<file path="config.mk">
export PLATFORM = sky130hd
export DESIGN_NAME = pcm_sig_slot_tx
export DESIGN_NICKNAME = d
export VERILOG_FILES = /design/src/rtl/pcm_sig_pkg.sv /design/src/rtl/pcm_slot_timer.sv /design/src/rtl/pcm_status_pack.sv /design/src/rtl/pcm_slot_shifter.sv /design/src/rtl/pcm_sig_slot_tx.sv
export SDC_FILE = /design/constraint.sdc
export NUM_CORES = 1
export LEC_CHECK = 0
export BUFFER_PORTS_ARGS = -buffer_cell sky130_fd_sc_hd__buf_2
export CORE_AREA = 3 3 64 66
export CTS_BUF_LIST = sky130_fd_sc_hd__clkbuf_16
export DETAILED_ROUTE_END_ITERATION = 10
export DIE_AREA = 0 0 67 69
export GPL_TIMING_DRIVEN = 0
export PLACE_DENSITY_LB_ADDON = 0.08
export SYNTH_ARGS = -nofsm -noshare
export SYNTH_HDL_FRONTEND = slang
export SYNTH_SLANG_ARGS = --single-unit
</file>
<file path="constraint.sdc">
create_clock -name clk -period 2.5 [get_ports clk]
set_input_delay 0 -clock clk [delete_from_list [all_inputs] [get_ports clk]]
set_output_delay 0 -clock clk [all_outputs]
set_load 0.05 [all_outputs]
</file>
<file path="src/rtl/pcm_sig_pkg.sv">
package pcm_sig_pkg;
  typedef enum logic [1:0] {
    CMP_LINEAR = 2'b00,
    CMP_ALAW   = 2'b01,
    CMP_ULAW   = 2'b10,
    CMP_RSVD   = 2'b11
  } cmp_mode_e;

  localparam int unsigned BYTE_W = 8;
  localparam int unsigned BIT_IDX_W = 3;

  function automatic logic is_companded(input logic [1:0] m);
    return (m == CMP_ALAW) || (m == CMP_ULAW);
  endfunction
endpackage

</file>
<file path="src/rtl/pcm_slot_timer.sv">
module pcm_slot_timer #(
  parameter int unsigned SLOT_W = 5
) (
  input  logic              clk,
  input  logic              rst,
  input  logic              fs,
  input  logic [SLOT_W-1:0] slot_num,
  output logic              voice_start,
  output logic              in_voice,
  output logic              in_sig,
  output logic [2:0]        bit_idx
);
  localparam int unsigned POS_W = SLOT_W + 4;
  localparam logic [POS_W-1:0] POS_MAX = '1;

  logic [POS_W-1:0] pos_q, pos_n;
  logic             run_q, run_n;
  logic [SLOT_W:0]  slot_ext;

  assign slot_ext = {1'b0, slot_num};
  assign pos_n    = fs ? '0 : ((pos_q == POS_MAX) ? POS_MAX : pos_q + 1'b1);
  assign run_n    = fs | run_q;

  always_ff @(posedge clk) begin
    if (rst) begin
      pos_q <= POS_MAX;
      run_q <= 1'b0;
    end else begin
      pos_q <= pos_n;
      run_q <= run_n;
    end
  end

  assign in_voice    = run_n && (pos_n[POS_W-1:3] == slot_ext);
  assign in_sig      = run_n && (pos_n[POS_W-1:3] == slot_ext + 1'b1);
  assign bit_idx     = pos_n[2:0];
  assign voice_start = in_voice && (pos_n[2:0] == 3'd0);
endmodule

</file>
<file path="src/rtl/pcm_status_pack.sv">
module pcm_status_pack (
  input  logic       det_pri,
  input  logic       det_sec,
  input  logic       clk_fail,
  output logic [7:0] stat_byte
);
  always_comb begin
    stat_byte    = '0;
    stat_byte[7] = det_pri;
    stat_byte[6] = det_sec;
    stat_byte[2] = clk_fail;
  end
endmodule

</file>
<file path="src/rtl/pcm_slot_shifter.sv">
module pcm_slot_shifter
  import pcm_sig_pkg::*;
(
  input  logic       clk,
  input  logic       rst,
  input  logic       voice_start,
  input  logic       in_voice,
  input  logic       in_sig,
  input  logic [2:0] bit_idx,
  input  logic       chan_active,
  input  logic       sig_mode_en,
  input  logic [1:0] cmp_mode,
  input  logic [7:0] voice_byte,
  input  logic [7:0] stat_byte,
  output logic       hw_data,
  output logic       hw_oe
);
  localparam int unsigned SH_W = 2 * BYTE_W;

  logic [SH_W-1:0] sh_q;
  logic [7:0]      stat_q;
  logic            act_q, sig_en_q;
  logic            voice_ph_q, sig_ph_q;
  logic [2:0]      idx_q;

  always_ff @(posedge clk) begin
    if (rst) begin
      sh_q       <= '0;
      stat_q     <= '0;
      act_q      <= 1'b0;
      sig_en_q   <= 1'b0;
      voice_ph_q <= 1'b0;
      sig_ph_q   <= 1'b0;
      idx_q      <= '0;
      hw_data    <= 1'b0;
      hw_oe      <= 1'b0;
    end else begin
      voice_ph_q <= in_voice;
      sig_ph_q   <= in_sig;
      idx_q      <= bit_idx;
      if (voice_start) begin
        act_q    <= chan_active;
        sig_en_q <= sig_mode_en && is_companded(cmp_mode);
        stat_q   <= stat_byte;
        sh_q     <= {voice_byte[6:0], stat_byte, 1'b0};
        hw_oe    <= chan_active;
        hw_data  <= chan_active & voice_byte[7];
      end else if (in_voice || in_sig) begin
        sh_q    <= {sh_q[SH_W-2:0], 1'b0};
        hw_oe   <= in_voice ? act_q : sig_en_q;
        hw_data <= (in_voice ? act_q : sig_en_q) & sh_q[SH_W-1];
      end else begin
        hw_oe   <= 1'b0;
        hw_data <= 1'b0;
      end
    end
  end

  // quiet line when not driving
  p_quiet_line_r10: assert property (@(posedge clk) disable iff (rst)
    !hw_oe |-> !hw_data);

  // signaling slot enable follows sampled mode only, not activity
  p_sig_enable_r7: assert property (@(posedge clk) disable iff (rst)
    sig_ph_q |-> (hw_oe == sig_en_q));

  // last voice bit is followed directly by a driven signaling bit
  p_back_to_back_r4: assert property (@(posedge clk) disable iff (rst)
    (voice_ph_q && idx_q == 3'd7 && sig_en_q) |=> (hw_oe && sig_ph_q));

  // reserved positions are 0 and the leading bit is the primary detector
  p_reserved_zero_r5: assert property (@(posedge clk) disable iff (rst)
    (sig_ph_q && hw_oe && (idx_q == 3'd2 || idx_q == 3'd3 || idx_q == 3'd4 ||
                           idx_q == 3'd6 || idx_q == 3'd7)) |-> !hw_data);

  p_lead_status_r5: assert property (@(posedge clk) disable iff (rst)
    (sig_ph_q && hw_oe && idx_q == 3'd0) |-> (hw_data == stat_q[7]));
endmodule

</file>
<file path="src/rtl/pcm_sig_slot_tx.sv">
module pcm_sig_slot_tx #(
  parameter int unsigned SLOT_W = 5
) (
  input  logic              clk,
  input  logic              rst,
  input  logic              fs,
  input  logic [SLOT_W-1:0] slot_num,
  input  logic [1:0]        cmp_mode,
  input  logic              sig_mode_en,
  input  logic              chan_active,
  input  logic [7:0]        voice_byte,
  input  logic              det_pri,
  input  logic              det_sec,
  input  logic              clk_fail,
  output logic              hw_data,
  output logic              hw_oe
);
  logic       voice_start, in_voice, in_sig;
  logic [2:0] bit_idx;
  logic [7:0] stat_byte;

  pcm_slot_timer #(.SLOT_W(SLOT_W)) u_timer (
    .clk(clk), .rst(rst), .fs(fs), .slot_num(slot_num),
    .voice_start(voice_start), .in_voice(in_voice), .in_sig(in_sig),
    .bit_idx(bit_idx)
  );

  pcm_status_pack u_pack (
    .det_pri(det_pri), .det_sec(det_sec), .clk_fail(clk_fail),
    .stat_byte(stat_byte)
  );

  pcm_slot_shifter u_shift (
    .clk(clk), .rst(rst), .voice_start(voice_start), .in_voice(in_voice),
    .in_sig(in_sig), .bit_idx(bit_idx), .chan_active(chan_active),
    .sig_mode_en(sig_mode_en), .cmp_mode(cmp_mode), .voice_byte(voice_byte),
    .stat_byte(stat_byte), .hw_data(hw_data), .hw_oe(hw_oe)
  );
endmodule

</file>
==> results of run 1 <==
-- per-stage QoR --
step | cell area [sq um] | cells | utilization (%) | hold slack (ns)
after floorplan | 1880 | 236 | - | 0.0721
final | 2590 | 338 | 71.2 | 0.00117
after CTS | 2460 | 335 | 67.7 | 0.00542
after global placement | 2060 | 308 | 56.6 | 0.264
after global routing | 2590 | 338 | 71.2 | 0.00120
after detailed placement | 2060 | 308 | 56.6 | 0.256
-- cell families after synthesis --
| logic type | after synthesis |
|---|---|
| AOI/OAI and AO/OA | 69 |
| buffers and inverters | 33 |
| xor gates and xnor gates | 6 |
| DFF | 27 |
| adders and majority gates | 2 |
| and+or+nand+nor | 92 |
| muxes | 7 |
-- layout by cell type, fill, tap and decap left out, types with 4 or more instances in the layout --
cell type,count
inv_1,13
a311oi_1,6
clkbuf_1,4
a311oi_2,4
nand3_1,8
nor2_1,9
mux2i_1,6
buf_4,17
buf_6,7
nand4_1,6
dfxtp_1,24
o21ai_0,8
o311a_1,10
dlygate4sd3_1,10
buf_2,28
nand2_1,39
a21oi_1,5
-- flip-flops by register name, summed over array words and instances, names as in the netlist --
signal            flops
u_shift.hw_data       1
u_timer.run_q         1
u_shift.hw_oe         1
u_shift.sig_en_q      1
u_timer.pos_q         9
u_shift.sh_q         13
u_shift.act_q         1
-- power breakdown --
part           switching, mW  internal (mW)
logic                  0.234          0.190
clock network          0.169          0.222
registers             0.0174          0.453
-- tightest hold or removal path, stage by stage --
cell     delay [ns]
buf_2          0.07
nand2_1        0.05
o32ai_2        0.10
-- final timing paths --
check,from,end,slack [ns]
max,u_timer.pos_q[0],u_shift.sh_q[5],-0.12
min,voice_byte[7],u_shift.hw_data,0.001
max reg2reg,u_timer.pos_q[0],u_shift.sh_q[5],-0.12
min reg2reg,u_shift.act_q,u_shift.act_q,0.46
-- area by class of cell --
class                      count  share of cell area (%)
clock inverter                 1                   0.338
clock buffer                   3                    2.90
buffer                        16                    4.11
sequential                    27                    21.1
inverter                      14                    2.03
tap                           48                    2.32
multi-input combinational    176                    52.6
timing repair buffer          53                    14.6
-- what timing repair did --
item	CTS	global route
buffers inserted	12	5
gates resized for setup	32	30
hold buffers	10	0
cloned	2	0
endpoints found under the hold margin	9	0
setup endpoints to repair	17	17
pin swaps	25	12
-- metal layers --
layer / vias up / share of wire (%)
met3: 10 / 3.4
li1: 1005 / -
met5: - / 0
met4: 0 / 2.3
met2: 60 / 53
met1: 994 / 42
==> metrics.cfg, run 1 <==
[floorplan]
initial_core_util_pct=51.2
ios=25
coreArea_sq_um=3630
die_h_um=69
rows=22
die_w_um=67
design.die.area_sq_um=4620

[worst_setup_path]
rr_worst_depth=11
critPathTopFamily=compound AO/OA/AOI/OAI gates
cp_max_fo=5
cp_slowest_cell=or4_4
cp_common_cell=buf_6
cp.depth=11
path_cells=ha_4 > buf_4 > nand2_2 > or4_4 > o2111ai_2 > o211ai_1 > o311a_4 > buf_6 > o31ai_4 > buf_6 > mux2i_1
startpoint_type=register
max_stage_delay_ns=0.55
worstPathArrival_ns=2.82
crit_buf_inv=3
worstSetupPathType=reg2reg
endpoint_kind=register
required_ns=2.70

[placement]
dp_slack_ns=-0.290
globalplace.congestion=0.875
dp_hpwl_um=3410
port_buffers=24

[logic_synthesis]
synth_top_family_by_area=compound AO/OA/AOI/OAI gates
netlist_instances=236
synthFlopType=dfxtp_1
synth_fp_nets=261
synth_cell_types=52
syn_avg_cell_area_sq_um=7.89
synth_xor_area_share_pct=2.82
seq_area_frac_synth_pct=29.0
synthAdderAreaFrac_pct=1.34
ys_seq_elements=27
synthMuxAreaShare_pct=3.83
netlist_top_cells_count=nand2_1 (42), dfxtp_1 (27), inv_1 (13), nand3_1 (11), o311a_1 (11)
synth_area_leaders=dfxtp_1 (29%), nand2_1 (8.5%), o311a_1 (5.9%)
synth_compound_area_share_pct=30.8
synth-edff-count=0
async_flop_share_pct=0
synth_top_area_cell=dfxtp_1
syn_area_sq_um=1860
synth.most_common_cell=nand2_1
yosysWarnings=0
netlist.area_leader.share_pct=29.0
yosys.area_share.simple_pct=24.2

[cells_and_area]
fillers=301
diodes=0
ff_latch_area_sq_um=547
fin_nets=316
multi_input_area_sq_um=1360
drive_gt1_share_pct=35.2
syn2layout_area_growth_pct=39.0

[sta]
fin_ws_ns=-0.119
clock_skew_ns=0.00349
period_minus_slack_ns=2.62
setup_viol=14
fmax_mhz=382
setup-tns-final_ns=-1.04
max_slew_margin_pct=61.9
hold_violations=0
worst_pin_slew_ns=0.572
slew_violations=0
rsz0062_at_grt=yes
min_period_over_period_pct=105

[routing]
finalWirelength_um=5750
viasPerCell=6.12
drt_iter0_markers=218
drt_first_pass_iters=4
drc=0
via_count=2069
post_drt_wl_per_cell_um=17.0
final_antenna_net_count=0

[power_and_ir_drop]
irDropWorstVdd_mv=0.376
power_mw=1.28
leakagePower_nw=0.974
p_per_area_nw_per_um2=496

[grt]
antenna_found_initial=0
use_met3_pct=4.40
grt_max_degree=18
grt_pass1_vias=2004
grt_pass1_wl_um=9050
use_met1_pct=28.8
grt_util_all_layers_pct=24.7
grtUsageMet2_pct=44.7
grt_overflow=0
grt.busiest_layer=met2

[cts]
clk_path_buf_depth=2
clk_pin_slew_ns=0.07
clock_latency_ns=0.27
cts_made_buffers=3
cts_sinks=27
cts_tree=yes
cts-root-buf=clkbuf_16
h-tree-depth=1

[worst_hold_path]
worstHoldPathCells=3
hold_path.class=in2reg

[run]
max-cap-violations=0

[status]
violations=negative setup slack
status=finished, violations left

Power figures use the tool's default switching activity.
==> run 2: changes to the inputs <==
Settings changed: GPL_TIMING_DRIVEN 0 to unset.
==> run 2 against run 1 <==
  * The flow finishes with violations (negative hold slack)
  * Setup slack improved by 0.13 ns
  * Power down 0.40%
  * Wire length fell by 7.3%
  * Global-route usage fell by 1.2 points
  * Largest cell class unchanged
  * Sequential share of layout area fell by 0.26 points
  * Register-to-register slack improved by 0.13 ns
  * Non-clock buffer count grew 7
  * Highest routed layer unchanged
==> metrics.cfg, run 2 (synthesis gave the netlist of run 1 again) <==
[power_and_ir_drop]
irDropWorstVdd_mv=0.291
p_per_area_nw_per_um2=483
leakagePower_nw=1.02

[cells_and_area]
final_cells=346
regMostFlops=u_shift.sh_q
drive_gt1_share_pct=37.9
largest_reg_flops=13
final_cell_mix=nand2_1 (40), buf_4 (40), buf_2 (25), dfxtp_1 (21), inv_1 (13)
fin_util_pct=73.0
fin_nets=324
reg.largest.list=u_shift.sh_q (13), u_timer.pos_q (9)
syn2layout_area_growth_pct=42.4
diodes=0

[grt]
grt_pass1_wl_um=8670
grt_max_degree=23
grt_util_all_layers_pct=23.5
grt_overflow=0
antenna_found_initial=0
grt_pass1_vias=1964

[placement]
port_buffers=24
globalplace.congestion=0.914
place_inst=329
dp_hpwl_um=3740

[worst_setup_path]
crit_buf_inv=2
endpoint_kind=register
worstSetupPathType=reg2reg
worstPathArrival_ns=2.68
cp_slowest_cell=o311a_4
cp_max_fo=6
max_stage_delay_ns=0.42
startpoint_type=register
required_ns=2.70
critPathTopFamily=compound AO/OA/AOI/OAI gates
path_cells=and3_2 > a31oi_1 > buf_4 > nor4_2 > or2_4 > o311a_4 > o31ai_4 > buf_6 > mux2i_1

[sta]
fmax_mhz=402
rsz0062_at_grt=yes
max_slew_margin_pct=65.3
min_period_over_period_pct=99.4
worst_pin_slew_ns=0.520
slew_violations=0
setup_viol=0
hold_violations=1
whs_ns=-0.00429
setup-tns-final_ns=0
clock_skew_ns=0.00244
period_minus_slack_ns=2.49

[cts]
cts_sinks=27
clk_pin_slew_ns=0.07
clock_latency_ns=0.27
cts_tree=yes
clk_path_buf_depth=2
h-tree-depth=1
cts_made_buffers=3
cts-root-buf=clkbuf_16

[routing]
final_antenna_net_count=0
finalWirelength_um=5330
drt_first_pass_iters=4
via_count=2047
post_drt_wl_per_cell_um=15.4
viasPerCell=5.92
drt_iter0_markers=136
drc=0

[floorplan]
design.die.area_sq_um=4620
die_h_um=69
initial_core_util_pct=51.2
rows=22
coreArea_sq_um=3630
die_w_um=67
ios=25

[status]
violations=negative hold slack
status=finished, violations left

[run]
max-cap-violations=0

[worst_hold_path]
hold_path.class=in2reg

[run 2: power by group]
group	internal, mW	leakage, nW	switching (mW)
Sequential	0.455	0.221	0.0244
Combinational	0.211	0.760	0.217
Clock	0.216	0.0409	0.156
[run 2: what timing repair did]
item                                    in CTS  in global routing
endpoints found under the setup margin      15                 17
pin swaps                                    1                 16
hold buffers                                 8                  0
cloned                                       1                  1
gates resized for setup                      8                 29
endpoints found under the hold margin        8                  0
setup buffers                                1                  2
[run 2: tightest hold or removal path: cells and delay by family]
kind | cells | cell delay [ns]
AOI/OAI and AO/OA | 1 | 0.07
buffers and inverters | 1 | 0.09
and+or+nand+nor | 1 | 0.05
[run 2: worst paths after layout]
kind                            slack [ns]         endpoint        startpoint  cells after the start
worst min-delay path                -0.004  u_shift.sh_q[9]     voice_byte[0]                      3
worst max-delay path                  0.01  u_shift.sh_q[5]  u_timer.pos_q[0]                      9
worst min register to register        0.46    u_shift.act_q     u_shift.act_q                      2
worst max register to register        0.01  u_shift.sh_q[5]  u_timer.pos_q[0]                      9
[run 2: per-layer routing]
metal  global-route usage [%]  part of all wire, %  vias to the layer above
met5                        0                    0                        -
met4                     10.1                  3.0                        0
met3                     4.72                  4.5                       13
met2                     39.0                   50                       60
met1                     28.7                   42                      957
li1                         -                    -                     1017
[run 2: stage by stage]
stage	power [mW]	worst slack, ns	cell area (sq um)	hold WS (ns)
4_1_cts	1.23	-0.0107	2500	0.000737
5_1_grt	1.35	-0.0836	2650	0.0243
2_1_floorplan	0.696	0.0142	1880	0.0721
6_report	1.28	0.0146	2650	-0.00429
3_3_place_gp	0.836	-0.0356	2290	0.258
3_5_place_dp	0.837	-0.113	2290	0.251
[run 2: cell type report]
| type | count | area (sq um) |
|---|---|---|
| Clock inverter | 1 | 5.00 |
| Inverter | 14 | 52.6 |
| Clock buffer | 3 | 75.1 |
| Fill cell | 295 | 982 |
| Timing Repair Buffer | 76 | 557 |
| Multi-Input combinational cell | 177 | 1350 |
| Tap cell | 48 | 60.1 |
| Sequential cell | 27 | 553 |
==> run 3: changes to the inputs <==
Settings changed: CORE_AREA 3 3 64 66 to 3 3 62 64, DIE_AREA 0 0 67 69 to 0 0 65 67.
Clock period 2.5 ns to 2.68 ns, I/O delays scaled along.
==> run 3 against run 2 <==
  * The run now ends clean
  * Clock power decreased by 9.7%
  * Clock skew increased by 0.0025 ns
  * Setup slack improved by 0.037 ns
  * Register-to-register slack improved by 0.04 ns
  * Final cell count shrank 6.9%
  * Global-route usage rose by 0.26 points
  * Critical path depth unchanged
  * Hold slack better by 0.012 ns
  * Largest cell class unchanged
  * Highest routed layer unchanged
==> metrics.cfg, run 3 (synthesis gave the netlist of run 1 again) <==
[status]
status=finished, final reports clean

[routing]
final_antenna_net_count=0
drt_iter0_markers=201
viasPerCell=6.30
finalWirelength_um=5260
drt_first_pass_iters=4
post_drt_wl_per_cell_um=16.3
via_count=2027
drc=0

[worst_setup_path]
startpoint_type=register
r2r_end=u_shift.sh_q[8]
cp.depth=9
worstSetupStartpoint=u_timer.pos_q[1]
cp_max_fo=6
max_stage_delay_ns=0.42
worstPathArrival_ns=2.76
endpoint_kind=register
crit_end=u_shift.sh_q[8]
path_cells=ha_4 > and4_1 > a211oi_2 > o31a_1 > or2_4 > o311a_4 > o31ai_4 > buf_4 > a311oi_2
worstSetupPathType=reg2reg
required_ns=2.81
critPathTopFamily=compound AO/OA/AOI/OAI gates
cp_slowest_cell=o311a_4
crit_buf_inv=1
rr_startpoint=u_timer.pos_q[1]
rr_worst_depth=9
rrSetupSlack_ns=0.05

[grt]
grt_overflow=0
grt_util_all_layers_pct=23.8
antenna_found_initial=0
grt_pass1_vias=1829
grt_pass1_wl_um=8110
grt_max_degree=23

[cells_and_area]
stdcell_area_sq_um=2370
fillers=289
final_cells=322
syn2layout_area_growth_pct=27.4
reg.largest.list=u_shift.sh_q (13), u_timer.pos_q (9)
fin_util_pct=71.1
diodes=0
final_cell_mix=nand2_1 (41), buf_4 (24), buf_2 (24), dfxtp_1 (24), inv_1 (14)
fin_nets=302
drive_gt1_share_pct=30.1
layout_commonest_cell=nand2_1
regMostFlops=u_shift.sh_q
largest_reg_flops=13

[floorplan]
ios=25
rows=21
die_w_um=65
initial_core_util_pct=55.8
die_h_um=67
design.die.area_sq_um=4360
coreArea_sq_um=3340

[power_and_ir_drop]
leakagePower_nw=0.897
p_per_area_nw_per_um2=473
irDropWorstVdd_mv=0.376
power_mw=1.12

[sta]
fmax_mhz=381
period_minus_slack_ns=2.63
worst_pin_slew_ns=0.450
slew_violations=0
fin_ws_ns=0.0521
whs_ns=0.00817
hold_violations=0
max_slew_margin_pct=70.0
clock_skew_ns=0.00489
setup_viol=0
setup-tns-final_ns=0
min_period_over_period_pct=98.1

[cts]
h-tree-depth=1
clock_latency_ns=0.26
clk_path_buf_depth=2
cts-root-buf=clkbuf_16
cts_made_buffers=3
cts_sinks=27
clk_pin_slew_ns=0.07
cts_tree=yes

[placement]
globalplace.congestion=0.929
port_buffers=24
dp_hpwl_um=3560
placed_cell_area_sq_um=2110
dp_slack_ns=-0.0654
place_inst=309

[worst_hold_path]
hold_path.class=in2reg

[run]
max-cap-violations=0

[run 3: what timing repair did]
item	CTS	global route
hold buffers	5	0
setup buffers	0	2
setup endpoints to repair	10	16
resized for setup	2	23
pin swaps	0	6
endpoints found under the hold margin	5	0
cloned	0	2
[run 3: worst min-delay path by stage]
stage	start	endpoint	slack, ns	depth (start not counted)
floorplan	rst	u_shift.sh_q[15]	0.07	1
global placement	chan_active	u_shift.hw_oe	0.26	3
detailed placement	chan_active	u_shift.hw_oe	0.25	3
global route	voice_byte[0]	u_shift.sh_q[9]	0.03	3
CTS	voice_byte[2]	u_shift.sh_q[11]	0.0006	3
finish	voice_byte[0]	u_shift.sh_q[9]	0.008	3
[run 3: where the power goes]
group | internal [mW] | switching, mW | total, mW
Clock | 0.200 | 0.137 | 0.337
Combinational | 0.152 | 0.187 | 0.339
Sequential | 0.424 | 0.0214 | 0.445
Total | 0.776 | 0.345 | 1.12
[run 3: metal layers]
metal  routed length, um  share of wire (%)  track usage (%)
met1                2250                 43             27.6
met2                2610                 50             44.2
met3                 258                4.9             3.20
met4                 142                2.7             8.18
met5                   0                  0                0
[run 3: final cells by class]
| cell class | count | area [sq um] | area share (%) |
|---|---|---|---|
| timing repair buffer | 54 | 362 | 15.3 |
| multi-input combinational | 177 | 1280 | 53.8 |
| tap | 46 | 57.6 | 2.43 |
| clock buffer | 3 | 75.1 | 3.17 |
| sequential | 27 | 544 | 23.0 |
| clock inverter | 1 | 3.75 | 0.158 |
| inverter | 14 | 52.6 | 2.22 |
[run 3: worst min-delay path: stages]
cell and delay (ns):
buf_2 0.09, nand2_1 0.05, a311oi_1 0.07
